--- src/rtl/mul_trap_pkg.sv ---
package mul_trap_pkg;

   typedef enum logic [2:0] {
      OP_MUL32  = 3'd0,
      OP_MUL64  = 3'd1,
      OP_UMULH  = 3'd2,
      OP_MUL32V = 3'd3,
      OP_MUL64V = 3'd4,
      OP_BAD    = 3'd5
   } mop_e;

   localparam int unsigned FN_BITS = 7;

   localparam logic [FN_BITS-1:0] FN_MUL32  = 7'h00;
   localparam logic [FN_BITS-1:0] FN_MUL64  = 7'h20;
   localparam logic [FN_BITS-1:0] FN_UMULH  = 7'h30;
   localparam logic [FN_BITS-1:0] FN_MUL32V = 7'h40;
   localparam logic [FN_BITS-1:0] FN_MUL64V = 7'h60;

   function automatic mop_e decode_fn(input logic [FN_BITS-1:0] f);
      mop_e r;
      case (f)
         FN_MUL32:  r = OP_MUL32;
         FN_MUL64:  r = OP_MUL64;
         FN_UMULH:  r = OP_UMULH;
         FN_MUL32V: r = OP_MUL32V;
         FN_MUL64V: r = OP_MUL64V;
         default:   r = OP_BAD;
      endcase
      return r;
   endfunction

endpackage

--- src/rtl/mul_trap_engine.sv ---
module mul_trap_engine #(
   parameter int unsigned W = 64
) (
   input  logic           clk,
   input  logic           rst_n,
   input  logic           load,
   input  logic [W-1:0]   mcand_in,
   input  logic [W-1:0]   mplier_in,
   output logic           fin,
   output logic [2*W-1:0] prod
);
   localparam int unsigned CW = $clog2(W);
   localparam logic [CW-1:0] LAST = CW'(W - 1);

   logic [W-1:0]  hi_q, lo_q, mcand_q;
   logic [CW-1:0] cnt_q;
   logic          run_q, fin_q;
   logic [W:0]    sum;

   always_comb begin
      sum = {1'b0, hi_q} + (lo_q[0] ? {1'b0, mcand_q} : '0);
   end

   always_ff @(posedge clk or negedge rst_n) begin
      if (!rst_n) begin
         hi_q    <= '0;
         lo_q    <= '0;
         mcand_q <= '0;
         cnt_q   <= '0;
         run_q   <= 1'b0;
         fin_q   <= 1'b0;
      end else begin
         fin_q <= 1'b0;
         if (load) begin
            hi_q    <= '0;
            lo_q    <= mplier_in;
            mcand_q <= mcand_in;
            cnt_q   <= '0;
            run_q   <= 1'b1;
         end else if (run_q) begin
            hi_q  <= sum[W:1];
            lo_q  <= {sum[0], lo_q[W-1:1]};
            cnt_q <= cnt_q + 1'b1;
            if (cnt_q == LAST) begin
               run_q <= 1'b0;
               fin_q <= 1'b1;
            end
         end
      end
   end

   assign fin  = fin_q;
   assign prod = {hi_q, lo_q};

endmodule

--- src/rtl/mul_trap_resolve.sv ---
module mul_trap_resolve
   import mul_trap_pkg::*;
#(
   parameter int unsigned W = 64
) (
   input  mop_e           op,
   input  logic [2*W-1:0] prod,
   input  logic [W-1:0]   a,
   input  logic [W-1:0]   b,
   output logic [W-1:0]   res,
   output logic           ovf
);
   localparam int unsigned H = W / 2;

   logic [W-1:0]   p_lo, p_hi, hi_s, half_sx;
   logic [W-H:0]   top_bits;

   always_comb begin
      p_lo     = prod[W-1:0];
      p_hi     = prod[2*W-1:W];
      hi_s     = p_hi - (a[W-1] ? b : '0) - (b[W-1] ? a : '0);
      half_sx  = {{(W-H){p_lo[H-1]}}, p_lo[H-1:0]};
      top_bits = p_lo[W-1:H-1];
      res      = '0;
      ovf      = 1'b0;
      case (op)
         OP_MUL32:  res = half_sx;
         OP_MUL64:  res = p_lo;
         OP_UMULH:  res = p_hi;
         OP_MUL32V: begin
            res = half_sx;
            ovf = !((&top_bits) || !(|top_bits));
         end
         OP_MUL64V: begin
            res = p_lo;
            ovf = (hi_s != {W{p_lo[W-1]}});
         end
         default: ;
      endcase
   end

endmodule

--- src/rtl/mul_trap_unit.sv ---
module mul_trap_unit
   import mul_trap_pkg::*;
#(
   parameter int unsigned DATA_W = 64,
   parameter int unsigned FUNC_W = 7
) (
   input  logic              clk,
   input  logic              rst_n,
   input  logic              start,
   input  logic [FUNC_W-1:0] func,
   input  logic [DATA_W-1:0] opa,
   input  logic [DATA_W-1:0] opb,
   output logic              done,
   output logic [DATA_W-1:0] result,
   output logic              ovf,
   output logic              ill
);
   localparam int unsigned HALF_W = DATA_W / 2;

   if (DATA_W < 8 || (DATA_W % 2) != 0) begin : g_bad_width
      $error("mul_trap_unit: DATA_W must be even and at least 8");
   end
   if (FUNC_W != FN_BITS) begin : g_bad_func
      $error("mul_trap_unit: FUNC_W must match the function code width");
   end

   mop_e              op_d, op_q;
   logic              legal, accept, busy_q;
   logic              eng_fin;
   logic [DATA_W-1:0] a_ld, b_ld, opa_q, opb_q;
   logic [DATA_W-1:0] fin_res;
   logic              fin_ovf;
   logic [2*DATA_W-1:0] eng_prod;
   logic              done_q, ovf_q, ill_q;
   logic [DATA_W-1:0] res_q;

   always_comb begin
      op_d   = decode_fn(func);
      legal  = (op_d != OP_BAD);
      accept = start && !busy_q;
      if (op_d == OP_MUL32 || op_d == OP_MUL32V) begin
         a_ld = {{(DATA_W-HALF_W){opa[HALF_W-1]}}, opa[HALF_W-1:0]};
         b_ld = {{(DATA_W-HALF_W){opb[HALF_W-1]}}, opb[HALF_W-1:0]};
      end else begin
         a_ld = opa;
         b_ld = opb;
      end
   end

   mul_trap_engine #(.W(DATA_W)) u_engine (
      .clk       (clk),
      .rst_n     (rst_n),
      .load      (accept && legal),
      .mcand_in  (a_ld),
      .mplier_in (b_ld),
      .fin       (eng_fin),
      .prod      (eng_prod)
   );

   mul_trap_resolve #(.W(DATA_W)) u_resolve (
      .op   (op_q),
      .prod (eng_prod),
      .a    (opa_q),
      .b    (opb_q),
      .res  (fin_res),
      .ovf  (fin_ovf)
   );

   always_ff @(posedge clk or negedge rst_n) begin
      if (!rst_n) begin
         op_q   <= OP_BAD;
         opa_q  <= '0;
         opb_q  <= '0;
         busy_q <= 1'b0;
         done_q <= 1'b0;
         res_q  <= '0;
         ovf_q  <= 1'b0;
         ill_q  <= 1'b0;
      end else begin
         done_q <= 1'b0;
         if (accept) begin
            op_q  <= op_d;
            opa_q <= a_ld;
            opb_q <= b_ld;
            if (legal) begin
               busy_q <= 1'b1;
            end else begin
               done_q <= 1'b1;
               res_q  <= '0;
               ovf_q  <= 1'b0;
               ill_q  <= 1'b1;
            end
         end else if (eng_fin) begin
            busy_q <= 1'b0;
            done_q <= 1'b1;
            res_q  <= fin_res;
            ovf_q  <= fin_ovf;
            ill_q  <= 1'b0;
         end
      end
   end

   assign done   = done_q;
   assign result = res_q;
   assign ovf    = ovf_q;
   assign ill    = ill_q;

endmodule

--- config.mk ---
export PLATFORM = sky130hd
export DESIGN_NAME = mul_trap_unit
export DESIGN_NICKNAME = d
export VERILOG_FILES = /design/src/rtl/mul_trap_pkg.sv /design/src/rtl/mul_trap_engine.sv /design/src/rtl/mul_trap_resolve.sv /design/src/rtl/mul_trap_unit.sv
export SDC_FILE = /design/constraint.sdc
export NUM_CORES = 1
export LEC_CHECK = 0
export BUFFER_PORTS_ARGS = -buffer_cell sky130_fd_sc_hd__buf_2
export CAP_MARGIN = 20
export CORE_MARGIN = 10
export CORE_UTILIZATION = 30
export CTS_CLUSTER_DIAMETER = 60
export DETAILED_ROUTE_END_ITERATION = 10
export PLACE_DENSITY = 0.52
export SLEW_MARGIN = 10
export SYNTH_ARGS = -nofsm -noshare
export SYNTH_HDL_FRONTEND = slang
export SYNTH_SLANG_ARGS = --single-unit
--- constraint.sdc ---
create_clock -name clk -period 6.1 [get_ports clk]
set_clock_uncertainty 0.15 [all_clocks]
set_input_delay 0 -clock clk [delete_from_list [all_inputs] [get_ports clk]]
set_output_delay 0 -clock clk [all_outputs]
set_load 0.005 [all_outputs]
==> metrics.txt <==
status=complete, no violations; Hold Vio Cnt, Final=0; row cnt=110; RD Place Congestion=0.896; Clock Sinks=399; ys flop type=dfrtp_1; unrepaired setup endpoints after global routing=false; insertion delay to the later sink of the worst-skew pair=590 ps; initial core utilization=30.2%; Overflow after GRT=0; Worst setup SP type=flip-flop; Post-Syn Area=27,100 sq um; Setup WS pre-CTS=832 ps; Die Area=103,000 sq um; CTS tree=built; Worst-Margin Slew=1070 ps; fin nets=3,815; CP Class=flip-flop to flip-flop; area delta synth->final=19.9%; fin crit period=5420 ps; hold_ws=33.2 ps; H-tree depth=2; Hold Crit Class=primary input to flip-flop; FMAX=184 MHz; first-pass GRT wire length=148,000 um; initial antenna violation count=6; cell with the most instances after synthesis=nand2_1; IO Pins=205; PostCTS Resize Cnt=0; Detailed Place HPWL=69,700 um; GRT Overall Usage=18.1%; CTS buffer count=50; Slew headroom=28.3%; Synth Register Bits=399; setup_tns=0 ps; Die X=320 um; Die Height=320 um; largest net degree at the start of global routing=167; Critical Path RT=6400 ps; number of flops mapped to enable cells by yosys=0; number of I/O port buffers=204; fin worst setup slack=675 ps; Syn Inst Count=3,242; Synth cell types=83; Crit. End Element=flip-flop; Synth top area share=36.7%; DRC violation count after routing=0; final wirelength=95,500 um; Vias/cell=5.19; sequential element share of the synthesized area=36.9%; CTS Hold Bufs=157; period utilization=88.9%; Slew Viols, Final=0; clk root buf=clkbuf_16; Clock transition at path regs=60 ps; Post-Syn Nets=3,574; setup violators final=0; hold depth=4; syn avg cell area=8.35 sq um; setup bufs post-CTS=0; biggest area consumer among synthesized cells=dfrtp_1; vias post-DR=24.4k; critical path peak fanout=33; R2R depth=16; WP data arrival=5720 ps; WL/cell=20.3 um; synth warn=0; ys async rst share=100%; Detailed Routing Iterations Pass 1=5; max cap viols=0; vias in the first global route=24.6k; Max clock buf depth=3; list of most frequent post-synthesis cells=nand2_1, dfrtp_1, a21oi_1, o21ai_0, nor2_1; DRT iter0 DRCs=1,865; number of routed nets with antenna violations=0; Area contributors post-synth=dfrtp_1, nand2_1, ha_1; layout cells sized above 1=10.5%; Core Box Area=89,700 sq um
## worst paths after layout
| kind | start | end | slack, ps |
|---|---|---|---|
| max in group asynchronous | rst_n | result[36] | 4350 |
| worst max-delay path | opb_q[63] | ovf | 680 |
| worst min register to register | u_engine.mcand_q[4] | u_engine.mcand_q[4] | 320 |
| worst max register to register | opb_q[63] | ovf | 680 |
| worst min-delay path | opa[12] | u_engine.mcand_q[12] | 30 |
| min in group asynchronous | rst_n | op_q[2] | 400 |
## critical path: stages (launching register included)
cell and delay (ps):
dfrtp_2 370, buf_4 390, nand2_1 130, fa_1 480
ha_1 570, nand4_1 270, nor4_1 710, nor2b_1 100
a32oi_1 210, o21ai_1 150, o21ai_1 310, xor2_1 220
or3b_2 460, a22oi_1 170, o2111ai_1 140, nor4_1 280
a41oi_1 150
## sequential cells by signal, summed over array words and instances, names as in the netlist, 3 cells and up
signal,cells
op_q,3
u_engine.hi_q,64
u_engine.lo_q,64
u_engine.mcand_q,64
opb_q,64
u_engine.cnt_q,6
opa_q,64
result,64
## per-layer routing
layer	vias to the layer above	share of wire (%)	global-route usage (%)	wire (um)
met5	-	0.050	0	48
met4	8	2.4	4.76	2270
met3	129	4.9	2.93	4690
met2	553	48	30.5	45400
met1	11800	45	24.0	43100
li1	11900	-	-	-
## per-stage QoR
stage               utilization, %  cells  instance area (sq um)
global placement              32.5   4449                  29200
CTS                           36.2   4697                  32500
global route                  36.2   4698                  32500
finish                        36.2   4698                  32500
detailed placement            32.5   4450                  29200
floorplan                        -   3242                  27100
## area by class of cell
type                            instances  area (sq um)
Antenna cell                            1          2.50
Clock buffer                           66          1450
Clock inverter                         24           256
Fill cell                            9407         57300
Inverter                               50           188
Multi-Input combinational cell       2586         16200
Sequential cell                       399          9990
Tap cell                             1176          1470
Timing Repair Buffer                  396          2930
## layout by cell type (no fill, tap or decap), drive strengths merged, types with 7 or more instances in the layout
cell type	synthesis	routed
nor2b	61	61
nand2	695	695
o21ai	264	264
a211oi	45	45
inv	50	53
o211ai	10	10
a41oi	8	8
dfrtp	397	397
ha	130	130
dlygate4sd3	0	156
o21a	13	13
nand2b	16	16
o22ai	7	7
nor3b	8	8
clkinv	0	14
buf	28	240
nor2	189	189
nand3	46	46
and2	83	83
nor4	14	14
nor3	49	49
and3	28	28
nand4	52	52
xor2	36	36
o31ai	12	12
mux2i	81	81
o21bai	26	26
a21o	71	71
a31oi	19	19
xnor2	72	72
or3	15	15
a221oi	36	36
a21boi	8	8
fa	64	64
clkbuf	179	66
a21oi	305	305
a22oi	36	36
## cell families (layout without fill, tap and decap cells)
group	Yosys count	count (layout)	synth area share, %
buffers and inverters	257	536	3.62
other	0	1	0
adder cells (fa/ha/maj)	194	194	10.7
flip-flops	399	399	36.9
multiplexers	83	83	3.09
AO/OA/AOI/OAI	918	918	20.9
AND/OR/NAND/NOR	1283	1283	21.3
XOR/XNOR	108	108	3.52
Power is left out: the tool's default activity adds up to more than one toggle a clock period on the data nets, which glitch-free logic cannot reach.
